File: config.mk
export PLATFORM = sky130hd
export DESIGN_NAME = fcmp_cond_unit
export DESIGN_NICKNAME = d
export VERILOG_FILES = /design/src/rtl/fcmp_pkg.sv /design/src/rtl/fcmp_lane.sv /design/src/rtl/fcmp_pred.sv /design/src/rtl/fcmp_cond_unit.sv
export SDC_FILE = /design/constraint.sdc
export NUM_CORES = 1
export LEC_CHECK = 0
export BUFFER_PORTS_ARGS = -buffer_cell sky130_fd_sc_hd__buf_4
export CORE_UTILIZATION = 54
export CTS_CLUSTER_SIZE = 10
export DETAILED_ROUTE_END_ITERATION = 10
export PLACE_DENSITY = 0.81
export SETUP_SLACK_MARGIN = 0.02
export SLEW_MARGIN = 30
export SYNTH_ARGS = -nofsm -noshare
export SYNTH_HDL_FRONTEND = slang
export SYNTH_HIERARCHICAL = 1
export SYNTH_SLANG_ARGS = --single-unit
export TNS_END_PERCENT = 10
File: constraint.sdc
create_clock -name clk -period 4.1 [get_ports clk]
set_clock_uncertainty 0.15 [all_clocks]
set_input_delay 0.82 -clock clk [delete_from_list [all_inputs] [get_ports clk]]
set_output_delay 0.82 -clock clk [all_outputs]
set_load 0.03 [all_outputs]
File: src/rtl/fcmp_pkg.sv
package fcmp_pkg;
    parameter int SP_EXP_W  = 8;
    parameter int SP_FRAC_W = 23;
    parameter int DP_EXP_W  = 11;
    parameter int DP_FRAC_W = 52;
    parameter int CC_W      = 8;
    parameter int IDX_W     = $clog2(CC_W);

    typedef enum logic [1:0] {
        FMT_SP  = 2'd0,
        FMT_DP  = 2'd1,
        FMT_PS  = 2'd2,
        FMT_RSV = 2'd3
    } fmt_e;

    typedef struct packed {
        logic [CC_W-1:0] cc;
        logic            inv;
    } cc_state_t;
endpackage

File: src/rtl/fcmp_lane.sv
module fcmp_lane #(
    parameter int EXP_W  = 8,
    parameter int FRAC_W = 23,
    localparam int W     = 1 + EXP_W + FRAC_W
) (
    input  logic [W-1:0] a_i,
    input  logic [W-1:0] b_i,
    input  logic         abs_i,
    output logic         unord_o,
    output logic         eq_o,
    output logic         lt_o,
    output logic         any_nan_o,
    output logic         sig_nan_o
);
    logic         sa, sb;
    logic [W-2:0] ma, mb;
    logic         nan_a, nan_b, both_zero;

    always_comb begin
        sa        = a_i[W-1] & ~abs_i;
        sb        = b_i[W-1] & ~abs_i;
        ma        = a_i[W-2:0];
        mb        = b_i[W-2:0];
        nan_a     = (&ma[W-2:FRAC_W]) && (ma[FRAC_W-1:0] != '0);
        nan_b     = (&mb[W-2:FRAC_W]) && (mb[FRAC_W-1:0] != '0);
        any_nan_o = nan_a | nan_b;
        sig_nan_o = (nan_a & ma[FRAC_W-1]) | (nan_b & mb[FRAC_W-1]);
        unord_o   = any_nan_o;
        both_zero = (ma == '0) && (mb == '0);
        eq_o      = ~any_nan_o && (both_zero || ((sa == sb) && (ma == mb)));
        lt_o      = 1'b0;
        if (!any_nan_o && !both_zero) begin
            case ({sa, sb})
                2'b10:   lt_o = 1'b1;
                2'b01:   lt_o = 1'b0;
                2'b00:   lt_o = ma < mb;
                default: lt_o = ma > mb;
            endcase
        end
    end
endmodule

File: src/rtl/fcmp_pred.sv
module fcmp_pred (
    input  logic [3:0] pred_i,
    input  logic       unord_i,
    input  logic       eq_i,
    input  logic       lt_i,
    input  logic       any_nan_i,
    input  logic       sig_nan_i,
    output logic       res_o,
    output logic       inv_o
);
    always_comb begin
        res_o = (pred_i[0] & unord_i)
              | (pred_i[1] & eq_i & ~unord_i)
              | (pred_i[2] & lt_i & ~unord_i);
        inv_o = pred_i[3] ? any_nan_i : sig_nan_i;
    end
endmodule

File: src/rtl/fcmp_cond_unit.sv
module fcmp_cond_unit
    import fcmp_pkg::*;
(
    input  logic        clk,
    input  logic        rst_n,
    input  logic        valid_i,
    input  logic [1:0]  fmt_i,
    input  logic [3:0]  pred_i,
    input  logic        abs_i,
    input  logic [2:0]  cc_idx_i,
    input  logic [63:0] op_a_i,
    input  logic [63:0] op_b_i,
    output logic [7:0]  cc_o,
    output logic        invalid_o
);
    localparam int SP_W  = 1 + SP_EXP_W + SP_FRAC_W;
    localparam int DP_W  = 1 + DP_EXP_W + DP_FRAC_W;
    localparam int LANES = 2;

    logic [LANES-1:0] sp_res, sp_inv;
    logic             dp_res, dp_inv;
    cc_state_t        st_d, st_q;

    // Two single lanes: lane 0 is bits 31:0, lane 1 is bits 63:32
    for (genvar g = 0; g < LANES; g++) begin : g_sp
        logic unord, eq, lt, anan, snan;
        fcmp_lane #(.EXP_W(SP_EXP_W), .FRAC_W(SP_FRAC_W)) u_lane (
            .a_i(op_a_i[g*SP_W +: SP_W]), .b_i(op_b_i[g*SP_W +: SP_W]),
            .abs_i(abs_i), .unord_o(unord), .eq_o(eq), .lt_o(lt),
            .any_nan_o(anan), .sig_nan_o(snan)
        );
        fcmp_pred u_pred (
            .pred_i(pred_i), .unord_i(unord), .eq_i(eq), .lt_i(lt),
            .any_nan_i(anan), .sig_nan_i(snan),
            .res_o(sp_res[g]), .inv_o(sp_inv[g])
        );
    end

    logic dp_unord, dp_eq, dp_lt, dp_anan, dp_snan;
    fcmp_lane #(.EXP_W(DP_EXP_W), .FRAC_W(DP_FRAC_W)) u_dp_lane (
        .a_i(op_a_i[DP_W-1:0]), .b_i(op_b_i[DP_W-1:0]), .abs_i(abs_i),
        .unord_o(dp_unord), .eq_o(dp_eq), .lt_o(dp_lt),
        .any_nan_o(dp_anan), .sig_nan_o(dp_snan)
    );
    fcmp_pred u_dp_pred (
        .pred_i(pred_i), .unord_i(dp_unord), .eq_i(dp_eq), .lt_i(dp_lt),
        .any_nan_i(dp_anan), .sig_nan_i(dp_snan),
        .res_o(dp_res), .inv_o(dp_inv)
    );

    always_comb begin
        st_d     = st_q;
        st_d.inv = 1'b0;
        if (valid_i) begin
            case (fmt_e'(fmt_i))
                FMT_SP: begin
                    st_d.cc[cc_idx_i] = sp_res[0];
                    st_d.inv          = sp_inv[0];
                end
                FMT_DP: begin
                    st_d.cc[cc_idx_i] = dp_res;
                    st_d.inv          = dp_inv;
                end
                FMT_PS: begin
                    if (!cc_idx_i[0]) begin
                        st_d.cc[cc_idx_i]        = sp_res[0];
                        st_d.cc[cc_idx_i | 3'd1] = sp_res[1];
                        st_d.inv                 = |sp_inv;
                    end
                end
                default: ;
            endcase
        end
    end

    always_ff @(posedge clk) begin
        if (!rst_n) st_q <= '0;
        else        st_q <= st_d;
    end

    assign cc_o      = st_q.cc;
    assign invalid_o = st_q.inv;
endmodule

# Word-level counts from Yosys, hierarchy flattened
# Index checks and enable logic that the tools add are counted.
# Widths: inputs -> output; s select.
[totals]
ff_bits = 9
wordCells = 137
input_bits = 141
out_inout_bits = 9
mem_count = 0
ramBits = 0
mem_bits_ro = 0
latch_bits = 0
[op_classes]
bitwise = 41
n_reduce_logical = 54
div_mod_pow = 0
n_addsub = 0
eq_ne = 12
multipliers = 0
shift = 0
muxes = 18
magnitude_cmp = 10
[op_table]
columns = ["op", "count"]
rows = [
  ["$logic_not 63->1", 2],
  ["$logic_not 31->1", 4],
  ["$reduce_bool 52->1", 2],
  ["$reduce_bool 23->1", 4],
  ["$eq 63x63->1", 1],
  ["$gt 63x63->1", 1],
  ["$lt 63x63->1", 1],
  ["$eq 31x31->1", 2],
  ["$gt 31x31->1", 2],
  ["$lt 31x31->1", 2],
  ["$reduce_and 8->1", 4],
  ["$pmux 9 s3", 1],
  ["$and 1x1->1", 25],
  ["$bwmux 8", 3],
  ["$reduce_and 11->1", 2],
  ["$logic_and 1x1->1", 20],
  ["$or 1x1->1", 12],
  ["$mux 9", 1],
  ["$pmux 1 s3", 3],
  ["$lt 3x4->1 const B", 2],
  ["$mux 1", 8],
  ["$eq 2x1->1 const B", 3],
  ["$eq 2x2->1 const B", 3],
  ["$ge 3x1->1 const B", 2],
  ["other kinds (12)", 25],
]

# Longest topological paths before layout
# Gate-level depths: netlist of the first run.
[logic_depth]
word_depth = 14
ltp_mapped = 15
ltp_nobuf = 15

# By module
# Netlist of the first run, hierarchy kept.
[by_module_without_submodules]
columns = ["mod", "cells_per_inst", "seq_area_each_um2", "area_each_um2", "instances"]
rows = [
  ["fcmp_lane at g_sp[0].u_lane ...", 160, 0.0, 1098.6, 2],
  ["fcmp_lane at u_dp_lane", 298, 0.0, 2048.2, 1],
  ["fcmp_cond_unit", 64, 180.2, 574.3, 1],
  ["fcmp_pred", 4, 0.0, 31.3, 3],
]

# Least setup slack after synthesis of the first run
# No wires, ideal clock.
[synth_timing]
kind = "input -> register"
from = "input port op_b_i[29]"
to = "register st_q (netlist bit cc_o[3])"
arrival_ns = 3.293
path_stages = 15
setup_time_ns = 0.117
required_ns = 3.833
path_buffers = 0
path_slack_ns = 0.540
path_cell_list = "inv_1 -> ha_1 -> a21oi_1 -> nand2_1 -> a221o_1 -> o31ai_2 -> a31oi_1 -> o21a_1 -> o31a_1 -> a22oi_1 -> o21ai_0 -> mux2i_1 -> nor3b_2 -> o211a_1 -> a32o_2"
[synth_between]
word_cells_on_any_way = 53
cone_classes = "order compare (4); eq/ne (2); mux (9); bitwise (18); reduce/logical (20)"
[synth_rtl]
columns = ["element", "line_no", "rtl"]
rows = [
  ["from (decl)", "fcmp_cond_unit.sv:12", "input logic [63:0] op_b_i,"],
  ["branches (longest 5 deep; another with $gt 63x63->1)", "n/a", ""],
  ["$mux 1 (*)", "fcmp_lane.sv:32", "if (!any_nan_o && !both_zero) begin"],
  ["via dp_lt", "fcmp_cond_unit.sv:39", "logic dp_unord, dp_eq, dp_lt, dp_anan, dp_snan;"],
  ["$and 1x1->1 (*) (2 in a row)", "fcmp_pred.sv:14", "| (pred_i[2] & lt_i & ~unord_i);"],
  ["$or 1x1->1 (*)", "fcmp_pred.sv:14", ""],
  ["via dp_res", "fcmp_cond_unit.sv:21", "logic dp_res, dp_inv;"],
  ["$bwmux 8 (*)", "fcmp_cond_unit.sv:61", "st_d.cc[cc_idx_i] = dp_res;"],
  ["$pmux 9 s3 (*)", "fcmp_cond_unit.sv:55", "case (fmt_e'(fmt_i))"],
  ["to (signal assigned)", "fcmp_cond_unit.sv:78", "else st_q <= st_d;"],
  ["to (decl)", "fcmp_cond_unit.sv:22", "cc_state_t st_d, st_q;"],
]
# Mark *: on every way through the listed nets, which the timed path passes. The select of a mux whose other input is x is not followed.
# A chain may end at the register's enable or synchronous reset.

# Worst setup path in the final report of the first run
[layout_timing]
from = "input port op_b_i[58]"
to = "register st_q (netlist bit cc_o[7])"
[layout_between]
word_cells_on_any_way = 52
cone_classes = "order compare (4); eq/ne (2); mux (8); bitwise (18); reduce/logical (20)"
[layout_rtl]
columns = ["element", "line_no"]
rows = [
  ["branches (longest 5 deep; another with $gt 63x63->1)", "n/a"],
  ["$mux 1 (*)", "fcmp_lane.sv:32"],
  ["via dp_lt", "fcmp_cond_unit.sv:39"],
  ["$and 1x1->1 (*) (2 in a row)", "fcmp_pred.sv:14"],
  ["$or 1x1->1 (*)", "fcmp_pred.sv:14"],
  ["via dp_res", "fcmp_cond_unit.sv:21"],
  ["$bwmux 8 (*)", "fcmp_cond_unit.sv:61"],
  ["$pmux 9 s3 (*)", "fcmp_cond_unit.sv:55"],
]
# Marks and branches as above.

==> results of run 1 <==
==> Yosys cell counts, types with 7 or more instances <==
| cell | instances | area, sq um |
|---|---|---|
| nand3_1 | 27 | 135 |
| o211ai_1 | 7 | 52.6 |
| dfxtp_1 | 9 | 180 |
| nor2_1 | 21 | 78.8 |
| nand2_1 | 54 | 203 |
| a21oi_1 | 51 | 255 |
| nand2b_1 | 8 | 50.1 |
| inv_1 | 138 | 518 |
| a21o_1 | 9 | 67.6 |
| nor4_1 | 62 | 388 |
| nor2b_1 | 7 | 43.8 |
| nand4_1 | 40 | 250 |
| o21ai_0 | 18 | 90.1 |
| nor3_1 | 13 | 65.1 |
| ha_1 | 134 | 1680 |
==> where the power goes <==
group	leakage, nW	internal, W	switching (W)
logic	3.21	0.000247	0.000303
clock network	0.0228	0.0000677	0.0000347
registers	0.0729	0.0000897	0.00000155
==> per-layer routing <==
metal | vias up | track usage [%] | part of all wire (%)
met5 | - | 0 | 0
met2 | 291 | 58.6 | 46
met3 | 45 | 3.88 | 7.6
met4 | 0 | 10.6 | 2.8
met1 | 2789 | 43.5 | 43
li1 | 2860 | - | -
==> cells by family (layout without fill, tap and decap cells) <==
kind of cell / count (synthesis) / count (layout) / synth area share (%)
buffers and inverters: 145 / 292 / 11.8
AND/OR/NAND/NOR: 265 / 265 / 30.5
adder cells (fa/ha/maj): 134 / 134 / 34.1
AO/OA/AOI/OAI: 131 / 131 / 17.5
multiplexers: 10 / 10 / 2.39
flip-flops: 9 / 9 / 3.67
==> critical path: stages <==
cell	delay [ns]
buf_4	0.11
inv_1	0.04
ha_1	0.31
nand4_1	0.14
nor3_1	0.26
nor3b_2	0.25
nand3_1	0.21
a31oi_1	0.29
nor4b_1	0.09
o31a_1	0.24
a22oi_1	0.17
o21ai_0	0.13
mux2i_1	0.21
nor3b_2	0.09
o211a_1	0.24
a32o_2	0.21
==> stage by stage <==
step	cells	instance area, sq um	total power, W	worst slack [ns]	hold WS [ns]
CTS	949	6160	0.000736	0.304	0.354
global route	949	6160	0.000813	0.0279	0.366
global placement	945	6110	0.000601	0.0819	0.336
finish	949	6160	0.000744	0.259	0.350
floorplan	694	4910	0.000371	0.540	0.498
detailed placement	945	6110	0.000630	0.0620	0.338
==> final cells by class <==
type	count	area [sq um]
well taps	108	135
repair buffers	150	1130
multi-input cells	540	4150
clock buffers	4	45.0
inverters	138	518
fillers	770	2610
flip-flops and latches	9	180
==> registers in the layout (all words and copies together) (netlist names) <==
register,cells
invalid_o,1
cc_o,8
==> worst max path at each step <==
stage                from  endpoint  slack, ns  cells past startpoint
6_report       op_b_i[58]   cc_o[7]       0.26                     16
3_5_place_dp   op_b_i[13]   cc_o[7]       0.06                     16
4_1_cts        op_b_i[13]   cc_o[7]       0.30                     16
5_1_grt        op_b_i[54]   cc_o[7]       0.03                     16
3_3_place_gp   op_b_i[14]   cc_o[7]       0.08                     16
2_1_floorplan  op_b_i[29]   cc_o[3]       0.54                     15
==> impl_metrics.toml, run 1 <==
[layout]
finish.utilization_pct = 70.3
diodes = 0
final_common_cell = "buf_4"
layout_common_cells = "buf_4, inv_1, ha_1, nor4_1, nand2_1"
final_net_count = 1117
syn2layout_area_growth_pct = 25.3
layout-drive-gt1-share_pct = 20.8

[global_route]
grt_pass1_wl_um = 26800
grt_pass1_vias = 5841
grt.total_usage_pct = 33.8
grt_max_degree = 14
overflow = 0
antenna_found_initial = 0

[placement]
hpwl_um = 14200
gp_congestion = 1.00
portBuffers = 149

[drt]
ant_nets = 0
drc = 0
viasPerCell = 6.31
wl_um = 16500
drtIter0Drc = 288
num_vias = 5985
wl_per_cell_um = 17.4
dr.pass1.iters = 5

[synthesis]
yosys_warnings = 6
syn_area_sq_mm = 0.00491
synth-async-reset-ratio_pct = 0
yosysSeqAreaShare_pct = 3.67
synth-main-ff-cell = "dfxtp_1"
yosys_register_bits = 9
ys_types = 56
synth_edf_count = 0
synthCells = 694
syn_area_per_cell_sq_um = 7.08
syn_nets = 969

[critical_path]
path_max_fanout = 6
critPathLaunchType = "input port"
reg2regPathDepth = 3
endpoint_kind = "flip-flop"
r2r_setup_slack_ns = 3.05
critPathArrivalTime_ns = 3.82
r2r-end = "cc_o[5]"
reg2reg_from = "cc_o[5]"
path_class = "in2reg"
crit_required_ns = 4.07

[min_path]
min_path_type = "reg2reg"
min_path_cells = 1
holdCritStartpoint = "cc_o[3]"
hold-path-endpoint = "cc_o[3]"

[die]
ioPinCount = 150
die_y_um = 97.4
coreArea_sq_mm = 0.00876
num_rows = 34
start_util_pct = 56.1
die-area_sq_mm = 0.00948
dieWidth_um = 97.4

[sta]
max_freq_ghz = 0.260
period_needed_ns = 3.84
worst_slew_pin_slew_ns = 0.466
setup-tns-final_ns = 0
finalSetupViolCount = 0
rsz0062_at_grt = "no"
hold_viol = 0
fin_crit_sh_pct = 93.7
maxSlewViolCount = 0
slew_headroom_pct = 68.6

[cts]
clkLatencyLatePin_ns = 0.23
clk_pin_slew_worst_paths_ns = 0.05
cts-resized-gates = 0
htree_num_levels = 1
postCtsSetupRepairBufs = 0
cts_root_buf = "clkbuf_8"
cts.sink_count = 9
cts_tree = "built"
cts-buffers-inserted = 3
cts_hold_buf = 0
clk_path_buf_depth = 2

[power]
ir_drop_mv = 0.0987
power-per-cell-area_mw_per_mm2 = 121
power_leakage_nw = 3.30

[job]
cap_violations = 0

[run_status]
run_status = "finished, final reports clean"
No activity file was read; power rests on OpenSTA's default activity.
==> inputs of run 2 (changes only) <==
--- a/config.mk
+++ b/config.mk
@@ -6,10 +6,10 @@
 export NUM_CORES = 1
 export LEC_CHECK = 0
 export BUFFER_PORTS_ARGS = -buffer_cell sky130_fd_sc_hd__buf_4
-export CORE_UTILIZATION = 54
+export CORE_UTILIZATION = 35
 export CTS_CLUSTER_SIZE = 10
 export DETAILED_ROUTE_END_ITERATION = 10
-export PLACE_DENSITY = 0.81
+export PLACE_DENSITY = 0.56
 export SETUP_SLACK_MARGIN = 0.02
 export SLEW_MARGIN = 30
 export SYNTH_ARGS = -nofsm -noshare
==> impl_metrics.toml, run 2 (synthesis results as in run 1) <==
[run_status]
run_status = "finished, final reports clean"

[drt]
wl_per_cell_um = 17.7
num_vias = 5814
drtIter0Drc = 416
viasPerCell = 5.70
wl_um = 18100
dr.pass1.iters = 5
drc = 0
ant_nets = 0

[cts]
cts_hold_buf = 0
clk_pin_slew_worst_paths_ns = 0.04
clk_path_buf_depth = 2
cts_tree = "built"
cts.sink_count = 9
cts-resized-gates = 0
postCtsSetupRepairBufs = 0
cts-buffers-inserted = 3
htree_num_levels = 1
clkLatencyLatePin_ns = 0.23
cts_root_buf = "clkbuf_16"

[layout]
syn2layout_area_growth_pct = 28.2
largest_reg_flops = 8
final_cell_area_sq_mm = 0.00630
final_common_cell = "buf_4"
layout-drive-gt1-share_pct = 21.1
diodes = 0
finish.utilization_pct = 46.8
layout_common_cells = "buf_4, inv_1, ha_1, nor4_1, nand2_1"
final_net_count = 1120

[critical_path]
critPathCapture = "cc_o[7]"
slowest_delay_ns = 0.33
path_max_fanout = 5
crit_path_top_delay_cell = "ha_1"
worstPathCellList = "buf_4, ha_1, a21oi_1, o21ai_0, a221o_1, o31ai_2, a31oi_1, o21a_1, o31a_1, a22oi_1, o21ai_0, mux2i_1, nor3b_2, o211a_1, a32o_2"
critPathLaunchType = "input port"
endpoint_kind = "flip-flop"
critPathArrivalTime_ns = 3.82
r2r_setup_slack_ns = 3.04
cp-startpoint = "op_a_i[22]"
crit_top_cell = "o21ai_0"
reg2reg_from = "cc_o[5]"
reg2regPathDepth = 3
crit_required_ns = 4.07
r2r-end = "cc_o[5]"
path_class = "in2reg"

[sta]
fin_crit_sh_pct = 94.0
final.setup.worst_slack_ns = 0.246
slew_headroom_pct = 65.4
hold_viol = 0
rsz0062_at_grt = "no"
finalSetupViolCount = 0
max_freq_ghz = 0.259
period_needed_ns = 3.85
worst_slew_pin_slew_ns = 0.515
setup-tns-final_ns = 0
maxSlewViolCount = 0

[global_route]
antenna_found_initial = 0
grt_pass1_wl_um = 28700
overflow = 0
grt_max_degree = 14
grt_pass1_vias = 5571
grt.total_usage_pct = 24.8

[die]
start_util_pct = 36.5
die_y_um = 120
die-area_sq_mm = 0.0145
dieWidth_um = 120
num_rows = 42
coreArea_sq_mm = 0.0135
ioPinCount = 150

[min_path]
min_path_type = "reg2reg"

[placement]
gp_congestion = 0.941
dp_slack_ns = 0.0437
placed_area_sq_mm = 0.00622
portBuffers = 149
hpwl_um = 15700

[job]
cap_violations = 0

[power]
power-per-cell-area_mw_per_mm2 = 129
ir_drop_mv = 0.130
power_leakage_nw = 3.33
[run 2: cell types whose count changed in the layout (fill, tap and decap cells not counted), sizes merged]
cell / delta
buf: +3
[run 2: cell type report]
type | count | area [sq um]
fill | 1436 | 7150
multi-input combinational | 540 | 4150
timing repair buffer | 153 | 1150
inverter | 138 | 518
tap | 176 | 220
sequential | 9 | 180
clock buffer | 4 | 78.8
[run 2: power by group]
| group | internal, W | switching (W) |
|---|---|---|
| sequential | 0.0000899 | 0.00000176 |
| clock | 0.000130 | 0.0000408 |
| combinational | 0.000246 | 0.000305 |
| total | 0.000466 | 0.000348 |
[run 2: metrics by stage]
| stage | std cells | hold WS [ns] | power [W] |
|---|---|---|---|
| 2_1_floorplan | 694 | 0.498 | 0.000371 |
| 3_3_place_gp | 1016 | 0.342 | 0.000622 |
| 3_5_place_dp | 1016 | 0.344 | 0.000640 |
| 4_1_cts | 1020 | 0.356 | 0.000815 |
| 5_1_grt | 1020 | 0.375 | 0.000892 |
| 6_report | 1020 | 0.359 | 0.000814 |
[run 2: per-layer routing]
layer | routed length, um | vias up | GRT usage, %
met1 | 8520 | 2714 | 34.9
met4 | 244 | 0 | 3.78
met3 | 1050 | 16 | 1.98
met2 | 8240 | 211 | 41.5
li1 | - | 2873 | -
met5 | 0 | - | 0
[run 2: how the worst min path moves through the flow]
stage | from | to | slack, ns | cells after the start
after CTS | cc_o[3] | cc_o[3] | 0.36 | 1
after floorplan | cc_o[2] | cc_o[2] | 0.50 | 2
final | cc_o[3] | cc_o[3] | 0.36 | 1
after global placement | cc_o[7] | cc_o[7] | 0.34 | 1
after global routing | cc_o[3] | cc_o[3] | 0.37 | 1
after detailed placement | cc_o[3] | cc_o[3] | 0.34 | 1
[run 2: worst max-delay path, delay by kind of cell]
family	cells	cell delay (ns)
AND/OR/NAND/NOR	1	0.08
multiplexers	1	0.20
adder cells (fa/ha/maj)	1	0.33
buffers and inverters	1	0.14
AO/OA/AOI/OAI	11	2.23
==> inputs of run 3 (changes only) <==
--- a/config.mk
+++ b/config.mk
@@ -5,11 +5,12 @@
 export SDC_FILE = /design/constraint.sdc
 export NUM_CORES = 1
 export LEC_CHECK = 0
+export ABC_AREA = 1
 export BUFFER_PORTS_ARGS = -buffer_cell sky130_fd_sc_hd__buf_4
 export CORE_UTILIZATION = 35
 export CTS_CLUSTER_SIZE = 10
 export DETAILED_ROUTE_END_ITERATION = 10
-export PLACE_DENSITY = 0.56
+export PLACE_DENSITY = 0.55
 export SETUP_SLACK_MARGIN = 0.02
 export SLEW_MARGIN = 30
 export SYNTH_ARGS = -nofsm -noshare
==> impl_metrics.toml, run 3 <==
[run_status]
run_status = "finished, final reports clean"

[layout]
finish.utilization_pct = 44.5
nFillCells = 1868
diodes = 0
layout_common_cells = "nand2_1, inv_1, buf_4, nor2_1, ha_1"
final_net_count = 1469
layout-drive-gt1-share_pct = 22.0
regArea_sq_um = 180
multi_input_area_sq_mm = 0.00490
syn2layout_area_growth_pct = 24.5
final_common_cell = "nand2_1"
largest_reg_flops = 8

[critical_path]
endpoint_kind = "flip-flop"
critPathLaunchType = "input port"
critPathTopFamily = "simple AND/OR/NAND/NOR gates"
critPathArrivalTime_ns = 3.12
crit_required_ns = 4.11
worstPathCellList = "buf_4, inv_1, ha_1, nand2_1, inv_2, nand3_1, nor2_2, nand2_1, nor2_1, nand2_1, nand2_1, nand2_1, nand2_1, a21oi_1, nor2_1, nand3_2, nand3_2, nand3_1, nand2_1, nand2_1, nand2_1, nand2_1, a21oi_1"
reg2reg_from = "cc_o[7]"
crit_top_cell = "nand2_1"
path_max_fanout = 4
slowest_delay_ns = 0.29
cp-startpoint = "op_b_i[26]"
crit_path_top_delay_cell = "ha_1"
crit_buf_inv = 3
path_class = "in2reg"

[power]
ir_drop_mv = 0.110
power-per-cell-area_mw_per_mm2 = 127
internal_power_w = 0.000493
clkPwrFrac_pct = 18.4
power_leakage_nw = 4.09
pwr-share-seq_pct = 10.3
swShare_pct = 47.4
p_sw_w = 0.000444
p_comb_share_pct = 71.4

[global_route]
grt_pass1_wl_um = 32900
antenna_found_initial = 0
overflow = 0
grt.total_usage_pct = 23.3
grt_max_degree = 10
grt_pass1_vias = 6595

[die]
die-area_sq_mm = 0.0175
ioPinCount = 150
start_util_pct = 35.8
coreArea_sq_mm = 0.0166
die_y_um = 132
num_rows = 47
dieWidth_um = 132

[sta]
worst_slew_pin_slew_ns = 0.380
setup-tns-final_ns = 0
max_freq_ghz = 0.321
fin_crit_sh_pct = 75.9
hold_viol = 0
maxSlewViolCount = 0
rsz0062_at_grt = "no"
period_needed_ns = 3.11
slew_headroom_pct = 74.4
finalSetupViolCount = 0

[cts]
clk_pin_slew_worst_paths_ns = 0.04
postCtsSetupRepairBufs = 0
cts_root_buf = "clkbuf_16"
htree_num_levels = 1
cts-buffers-inserted = 3
cts-resized-gates = 0
cts.sink_count = 9
cts_tree = "built"
clkLatencyLatePin_ns = 0.23
clk_path_buf_depth = 2
cts_hold_buf = 0

[synthesis]
synth_mux_area_share_pct = 0
syn_area_sq_mm = 0.00593
yosys.area_share.xor_xnor_pct = 0
synth.area.top_cells = "ha_1, nand2_1, inv_1"
synth.largest_area_cell = "ha_1"
yosysSeqAreaShare_pct = 3.04
syn_area_per_cell_sq_um = 5.68
synth-async-reset-ratio_pct = 0
synth_top_family_by_area = "simple AND/OR/NAND/NOR gates"
yosys_warnings = 6
syn_nets = 1318
synth_common_cells = "nand2_1, inv_1, nor2_1"
synth_top_area_share_pct = 28.3
ys_types = 33
synth_edf_count = 0
synth-main-ff-cell = "dfxtp_1"
yosys.area_share.adder_pct = 28.3
synthCells = 1043
yosys.cell_count.top_type = "nand2_1"
yosys_register_bits = 9
synth_compound_area_share_pct = 7.93
synthSimpleGateAreaFrac_pct = 46.4

[drt]
drc = 0
drtIter0Drc = 381
wl_um = 20400
wl_per_cell_um = 14.4
ant_nets = 0
dr.pass1.iters = 5
num_vias = 6909
viasPerCell = 4.89

[placement]
hpwl_um = 18100
gp_congestion = 0.928
portBuffers = 149

[min_path]
holdCritStartpoint = "cc_o[6]"
min_path_type = "reg2reg"

[job]
cap_violations = 0
## run 3: layout make-up
class / count / share of cell area (%)
Multi-Input combinational cell: 811 / 66.4
Tap cell: 220 / 3.73
Timing Repair Buffer: 149 / 15.2
Inverter: 220 / 11.2
Sequential cell: 9 / 2.44
Clock buffer: 4 / 1.07
## run 3: logic make-up (layout without fill, tap and decap cells)
logic type                 Yosys count  count (layout)
and+or+nand+nor                    591             591
DFF                                  9               9
buffers and inverters              223             373
AOI/OAI and AO/OA                   86              86
adders and majority gates          134             134
## run 3: path summary, 6_finish.rpt
path | end | slack (ns) | cells past startpoint
setup / recovery | cc_o[1] | 0.99 | 23
hold / removal | cc_o[6] | 0.37 | 4
setup reg to reg | cc_o[7] | 3.15 | 6
hold reg to reg | cc_o[6] | 0.37 | 4
## run 3: stage by stage
stage	power [W]	setup slack, ns	hold WS (ns)	cell area (sq um)	std cells
final	0.000937	0.987	0.375	7380	1413
after global routing	0.00103	0.716	0.394	7380	1413
after CTS	0.000939	1.06	0.380	7380	1413
after detailed placement	0.000762	0.822	0.373	7300	1409
after global placement	0.000762	0.848	0.375	7300	1409
after floorplan	0.000466	1.34	0.499	5930	1043
## run 3: power by group through the flow
stage,logic (W),registers [W],clock network [W]
final,0.000669,0.0000961,0.000172
after global placement,0.000664,0.0000976,0
after detailed placement,0.000664,0.0000974,0
after CTS,0.000668,0.0000961,0.000175
after global routing,0.000760,0.0000965,0.000178
after floorplan,0.000360,0.000106,0
## run 3: worst min-delay path, stage by stage (launching register included)
cell and delay, ns:
dfxtp_1 0.30, inv_1 0.05, nand2_1 0.04, nand2_1 0.06, a21oi_2 0.03
## run 3: routing by layer
metal | vias up | routed length (um) | track usage [%]
met3 | 16 | 945 | 1.81
met2 | 190 | 9230 | 40.2
met1 | 3020 | 9920 | 31.9
met5 | - | 0 | 0
li1 | 3683 | - | -
met4 | 0 | 293 | 3.55
